<file path="src/rtl/cap_frame_pkg.sv">
// Shared types for the frame capture controller.
package cap_frame_pkg;

    typedef enum logic [1:0] {
        SEQ_IDLE  = 2'd0,
        SEQ_ARM   = 2'd1,
        SEQ_FRAME = 2'd2
    } seq_state_t;

    localparam int SKIP_W = 2;

    // Mask applied to the frame-skip counter; zero result keeps the frame.
    function automatic logic [SKIP_W-1:0] rate_mask(input logic [1:0] code);
        case (code)
            2'b01:   rate_mask = 2'b01;
            2'b10:   rate_mask = 2'b11;
            default: rate_mask = 2'b00;
        endcase
    endfunction

endpackage

</file>
<file path="src/rtl/cap_edge_track.sv">
// Registers N level signals and reports rising/falling edges per bit.
// Assumes inputs are already synchronous to clk. Previous value resets to 0,
// so a signal held low through reset produces no edge.
module cap_edge_track #(
    parameter int N = 2
) (
    input  logic         clk,
    input  logic         rst_n,
    input  logic [N-1:0] lvl,
    output logic [N-1:0] rise,
    output logic [N-1:0] fall
);
    logic [N-1:0] lvl_q;

    // Hold previous level of each tracked signal.
    always_ff @(posedge clk) begin
        if (!rst_n) lvl_q <= '0;
        else        lvl_q <= lvl;
    end

    for (genvar i = 0; i < N; i++) begin : g_edge
        assign rise[i] = lvl[i] & ~lvl_q[i];
        assign fall[i] = ~lvl[i] & lvl_q[i];
    end
endmodule

</file>
<file path="src/rtl/cap_frame_seq.sv">
// Frame sequencer: arming, frame-start wait, frame decimation, snapshot
// auto-stop, deferred stop and the sticky done flag.
// Assumes vs_fall/vs_rise are single-cycle edge strobes of the vertical sync.
module cap_frame_seq
    import cap_frame_pkg::*;
(
    input  logic       clk,
    input  logic       rst_n,
    input  logic       cap_set,
    input  logic       cap_clr,
    input  logic       snapshot,
    input  logic [1:0] rate_code,
    input  logic       vs_fall,
    input  logic       vs_rise,
    input  logic       win_done,
    input  logic       done_clr,
    output logic       capture_on,
    output logic       frame_active,
    output logic       frame_start,
    output logic       frame_end,
    output logic       frame_done
);
    seq_state_t        state;
    logic [SKIP_W-1:0] skip_cnt;
    logic              take;
    logic              finish;

    // Decide whether the upcoming frame is kept and whether the current ends.
    always_comb begin
        take        = snapshot || ((skip_cnt & rate_mask(rate_code)) == '0);
        frame_start = (state == SEQ_ARM) && capture_on && vs_fall && take;
        finish      = (state == SEQ_FRAME) && (vs_rise || win_done);
    end

    assign frame_active = (state == SEQ_FRAME);

    // Sequencer state and frame-skip counter.
    always_ff @(posedge clk) begin
        if (!rst_n) begin
            state    <= SEQ_IDLE;
            skip_cnt <= '0;
        end else begin
            unique case (state)
                SEQ_IDLE: begin
                    skip_cnt <= '0;
                    if (capture_on) state <= SEQ_ARM;
                end
                SEQ_ARM: begin
                    if (!capture_on) begin
                        state <= SEQ_IDLE;
                    end else if (vs_fall) begin
                        skip_cnt <= skip_cnt + 1'b1;
                        if (take) state <= SEQ_FRAME;
                    end
                end
                SEQ_FRAME: begin
                    if (finish)
                        state <= (snapshot || !capture_on) ? SEQ_IDLE : SEQ_ARM;
                end
                default: state <= SEQ_IDLE;
            endcase
        end
    end

    // Capture enable: software set/clear with snapshot auto-clear.
    always_ff @(posedge clk) begin
        if (!rst_n)                   capture_on <= 1'b0;
        else if (cap_set)             capture_on <= 1'b1;
        else if (cap_clr)             capture_on <= 1'b0;
        else if (finish && snapshot)  capture_on <= 1'b0;
    end

    // End-of-frame pulse and sticky done flag.
    always_ff @(posedge clk) begin
        if (!rst_n) begin
            frame_end  <= 1'b0;
            frame_done <= 1'b0;
        end else begin
            frame_end <= finish;
            if (finish)        frame_done <= 1'b1;
            else if (done_clr) frame_done <= 1'b0;
        end
    end
endmodule

</file>
<file path="src/rtl/cap_window.sv">
// Line/pixel position counters with crop window and line-parity selection.
// Assumes hsync is active between lines; the pixel index restarts while
// hsync is active and at frame start.
module cap_window #(
    parameter int LINE_W = 14,
    parameter int PIX_W  = 14,
    parameter int VST_W  = 13
) (
    input  logic              clk,
    input  logic              rst_n,
    input  logic              frame_start,
    input  logic              frame_active,
    input  logic              hsync,
    input  logic              vsync,
    input  logic              hs_rise,
    input  logic              pix_vld,
    input  logic              crop_en,
    input  logic              ls_en,
    input  logic              ls_odd,
    input  logic [VST_W-1:0]  vstart,
    input  logic [LINE_W-1:0] vlines,
    input  logic [PIX_W-1:0]  hoff,
    input  logic [PIX_W-1:0]  hcount,
    output logic              pix_out_vld,
    output logic              line_end,
    output logic              win_done
);
    localparam int LCW = LINE_W + 1;
    localparam int PCW = PIX_W + 1;

    logic [LCW-1:0]   line_idx;
    logic [PCW-1:0]   pix_idx;
    logic [LCW-1:0]   v_off;
    logic [PCW-1:0]   h_off;
    logic [PIX_W-1:0] h_cnt_eff;
    logic             data_ok, line_in_v, parity_ok, pix_in_h, v_reached;

    // Window and selection decode from current position.
    always_comb begin
        data_ok   = pix_vld && !hsync && !vsync;
        v_off     = line_idx - LCW'(vstart);
        v_reached = line_idx >= LCW'(vstart);
        line_in_v = !crop_en || (v_reached && v_off <= LCW'(vlines));
        parity_ok = !ls_en || (line_idx[0] == ls_odd);
        h_cnt_eff = hcount & ~PIX_W'(3);
        h_off     = pix_idx - PCW'(hoff);
        pix_in_h  = !crop_en || (pix_idx >= PCW'(hoff) && h_off <= PCW'(h_cnt_eff));
        win_done  = crop_en && frame_active && hs_rise && v_reached
                    && v_off == LCW'(vlines);
    end

    // Line index within the frame, saturating.
    always_ff @(posedge clk) begin
        if (!rst_n)                       line_idx <= '0;
        else if (frame_start)             line_idx <= '0;
        else if (frame_active && hs_rise && line_idx != '1)
                                          line_idx <= line_idx + 1'b1;
    end

    // Pixel index within the line, saturating.
    always_ff @(posedge clk) begin
        if (!rst_n)                       pix_idx <= '0;
        else if (frame_start || hsync)    pix_idx <= '0;
        else if (frame_active && data_ok && pix_idx != '1)
                                          pix_idx <= pix_idx + 1'b1;
    end

    // Registered qualified pixel and line-end strobes.
    always_ff @(posedge clk) begin
        if (!rst_n) begin
            pix_out_vld <= 1'b0;
            line_end    <= 1'b0;
        end else begin
            pix_out_vld <= frame_active && data_ok && line_in_v && parity_ok && pix_in_h;
            line_end    <= frame_active && hs_rise && line_in_v && parity_ok;
        end
    end
endmodule

</file>
<file path="src/rtl/cap_frame_ctrl.sv">
// Top of the frame capture controller. Takes polarity-corrected sync levels
// (1 = active) and a pixel strobe, all synchronous to clk.
module cap_frame_ctrl #(
    parameter int LINE_W = 14,
    parameter int PIX_W  = 14,
    parameter int VST_W  = 13
) (
    input  logic              clk,
    input  logic              rst_n,
    input  logic              vsync_act,
    input  logic              hsync_act,
    input  logic              pix_vld,
    input  logic              cap_set,
    input  logic              cap_clr,
    input  logic              snapshot_mode,
    input  logic [1:0]        rate_code,
    input  logic              line_sel_en,
    input  logic              line_sel_odd,
    input  logic              crop_en,
    input  logic [VST_W-1:0]  crop_vstart,
    input  logic [LINE_W-1:0] crop_vlines,
    input  logic [PIX_W-1:0]  crop_hoff,
    input  logic [PIX_W-1:0]  crop_hcount,
    input  logic              done_clr,
    output logic              pix_out_vld,
    output logic              line_end,
    output logic              frame_end,
    output logic              capture_on,
    output logic              frame_done
);
    logic [1:0] rise, fall;
    logic       frame_active, frame_start, win_done;

    cap_edge_track #(.N(2)) u_edges (
        .clk  (clk),
        .rst_n(rst_n),
        .lvl  ({hsync_act, vsync_act}),
        .rise (rise),
        .fall (fall)
    );

    cap_frame_seq u_seq (
        .clk         (clk),
        .rst_n       (rst_n),
        .cap_set     (cap_set),
        .cap_clr     (cap_clr),
        .snapshot    (snapshot_mode),
        .rate_code   (rate_code),
        .vs_fall     (fall[0]),
        .vs_rise     (rise[0]),
        .win_done    (win_done),
        .done_clr    (done_clr),
        .capture_on  (capture_on),
        .frame_active(frame_active),
        .frame_start (frame_start),
        .frame_end   (frame_end),
        .frame_done  (frame_done)
    );

    cap_window #(.LINE_W(LINE_W), .PIX_W(PIX_W), .VST_W(VST_W)) u_win (
        .clk         (clk),
        .rst_n       (rst_n),
        .frame_start (frame_start),
        .frame_active(frame_active),
        .hsync       (hsync_act),
        .vsync       (vsync_act),
        .hs_rise     (rise[1]),
        .pix_vld     (pix_vld),
        .crop_en     (crop_en),
        .ls_en       (line_sel_en),
        .ls_odd      (line_sel_odd),
        .vstart      (crop_vstart),
        .vlines      (crop_vlines),
        .hoff        (crop_hoff),
        .hcount      (crop_hcount),
        .pix_out_vld (pix_out_vld),
        .line_end    (line_end),
        .win_done    (win_done)
    );

    // fall[1] (line start) is not needed; tie it into nothing observable.
    logic unused_hs_fall;
    assign unused_hs_fall = fall[1];
endmodule

</file>
<file path="config.mk">
export PLATFORM = sky130hd
export DESIGN_NAME = cap_frame_ctrl
export DESIGN_NICKNAME = d
export VERILOG_FILES = /design/src/rtl/cap_frame_pkg.sv /design/src/rtl/cap_edge_track.sv /design/src/rtl/cap_frame_seq.sv /design/src/rtl/cap_window.sv /design/src/rtl/cap_frame_ctrl.sv
export SDC_FILE = /design/constraint.sdc
export NUM_CORES = 1
export LEC_CHECK = 0
export ABC_CLOCK_PERIOD_IN_PS = 6400
export BUFFER_PORTS_ARGS = -buffer_cell sky130_fd_sc_hd__buf_2
export CAP_MARGIN = 20
export CORE_MARGIN = 2
export CORE_UTILIZATION = 60
export CTS_CLUSTER_DIAMETER = 30
export CTS_CLUSTER_SIZE = 30
export DETAILED_ROUTE_END_ITERATION = 7
export PLACE_DENSITY = 0.85
export SLEW_MARGIN = 20
export SYNTH_ARGS = -nofsm -noshare
export SYNTH_HDL_FRONTEND = slang
export SYNTH_HIERARCHICAL = 1
export SYNTH_SLANG_ARGS = --single-unit
</file>
<file path="constraint.sdc">
create_clock -name clk -period 6.4 [get_ports clk]
set_input_delay 1.28 -clock clk [delete_from_list [all_inputs] [get_ports clk]]
set_output_delay 1.28 -clock clk [all_outputs]
set_load 0.05 [all_outputs]
</file>
==> qor.yml <==
grt_use_total_pct: 25.42
ir_drop_mv: 0.1242
path_max_fanout: 5
overflow: 0
port_buffers: 71
num_rows: 29
post_drt_wl_per_cell_um: 13.14
cts_setup_buffers: 0
worst_pin_slew_ns: 0.6748
yosysWarnings: 6
fp.dieH_um: 83.82
final_cell_mix: "71 x buf_2, 65 x inv_1, 56 x ha_1"
startpoint_type: "input port"
initial_core_util_pct: 61.25
min_from: "u_win/pix_idx[1]"
grt_pass1_vias: 3595
synth_fp_nets: 617
p_leak_nw: 2.023
setup-tns-final_ns: 0
antenna_found_initial: 0
cts-resized-gates: 0
grt_pass1_wl_mm: 14.94
finalSetupViolCount: 0
drv_slew: 0
finalHoldViolations: 0
die_w_um: 83.82
hold_buffers: 0
vias: 3610
period_needed_ns: 4.817
status: "finished clean"
reg2reg_from: "u_win/line_idx[0]"
finalPower_uw: 550.1
cp-startpoint: "crop_vstart[4]"
power.density_mw_per_mm2: 126.9
htree_levels: 2
min_path_type: "flip-flop to flip-flop"
worstPathArrival_ns: 5.07
io_pins: 74
layout_commonest_cell: "buf_2"
timing.fmax_ghz: 0.2076
dr.first_iter.drc_count: 148
grt_max_degree: 17
drive_above_1_share_pct: 17.05
cts_inserted_buffers: 5
clock_latency_ns: 0.30
crit_type: "input port to flip-flop"
die_area_mm2: 0.007025
ctsRootBufferMaster: "clkbuf_8"
cts_tree: "yes"
slew_headroom_pct: 54.74
fillers: 529
drtPass1Iterations: 5
critPathRequiredTime_ns: 6.65
cts_buffer_depth: 2
syn_to_final_growth_pct: 13.39
vias_per_cell: 5.641
wl_mm: 8.412
skew_ns: 0.009230
clk_pin_slew_worst_paths_ns: 0.08
place.gp.congestion: 0.8632
ant_nets: 0
syn_area_mm2: 0.003822
rsz0062_at_grt: "no"
end_kind: "flip-flop"
nets: 688
cts_sinks: 41
coreArea_mm2: 0.006241
post-dp-hpwl_mm: 6.988
postSynthAreaPerCell_um2: 7.785
drc: 0
netlist_instances: 491
antenna_cells: 0
finalCritPeriodShare_pct: 75.27
maxCapViolCount: 0
-- per-layer routing --
layer | global-route usage (%) | up-vias | routed length, um
met2 | 47.35 | 83 | 4207
met4 | 8.211 | 0 | 186
met1 | 28.65 | 1655 | 3631
li1 | - | 1857 | -
met3 | 5.341 | 15 | 387
met5 | 0 | - | 0
-- state kept, by name (all words and copies together) (netlist names) --
name,cells
u_seq/capture_on,1
u_edges/lvl_q,2
u_seq/frame_end,1
u_win/pix_idx,15
u_seq/state,2
u_seq/skip_cnt,2
u_win/line_end,1
u_seq/frame_done,1
u_win/line_idx,15
u_win/pix_out_vld,1
-- per-stage QoR --
stage	cell area [um2]	cells	hold slack, ns	utilization (%)	setup slack [ns]
final	4334	640	0.5159	69.45	1.583
after detailed placement	4238	632	0.5084	67.90	1.382
after CTS	4334	640	0.5215	69.45	1.688
after floorplan	3822	491	0.4697	-	1.948
after global placement	4238	632	0.4948	67.90	1.437
after global routing	4334	640	0.5323	69.45	1.393
-- worst max-delay path: stages --
cell	delay, ns
buf_2	0.08
inv_1	0.04
ha_1	0.34
or4_1	0.52
o211ai_1	0.10
o21ba_2	0.20
a41oi_1	0.29
o21bai_1	0.09
a21oi_1	0.18
xor2_1	0.11
ha_1	0.32
nand2_1	0.07
nor3_1	0.24
nand4_1	0.24
nor4b_2	0.36
nor2_1	0.16
o31ai_1	0.24
o2111a_1	0.21
-- power breakdown --
group / switching, mW / total, mW / leakage (nW) / internal, mW
clock network: 0.0926 / 0.180 / 0.0512 / 0.0874
logic: 0.0596 / 0.112 / 1.64 / 0.0526
registers: 0.00168 / 0.258 / 0.331 / 0.256
total: 0.154 / 0.550 / 2.02 / 0.396
-- path summary, 6_finish.rpt --
path / end / slack (ns) / cells past startpoint
max: u_seq/state[0] / 1.58 / 18
min: u_win/pix_idx[1] / 0.52 / 2
max reg2reg: u_seq/state[0] / 2.21 / 17
min reg2reg: u_win/pix_idx[1] / 0.52 / 2
-- final cells by class --
cell class	count	area, um2	area share [%]
Inverter	65	244.0	5.629
Sequential cell	41	820.8	18.94
Timing Repair Buffer	71	355.3	8.199
Clock inverter	2	13.76	0.3176
Multi-Input combinational cell	378	2721	62.79
Clock buffer	6	82.58	1.905
Tap cell	77	96.34	2.223
Note: power is estimated with default switching activity, not from simulation.
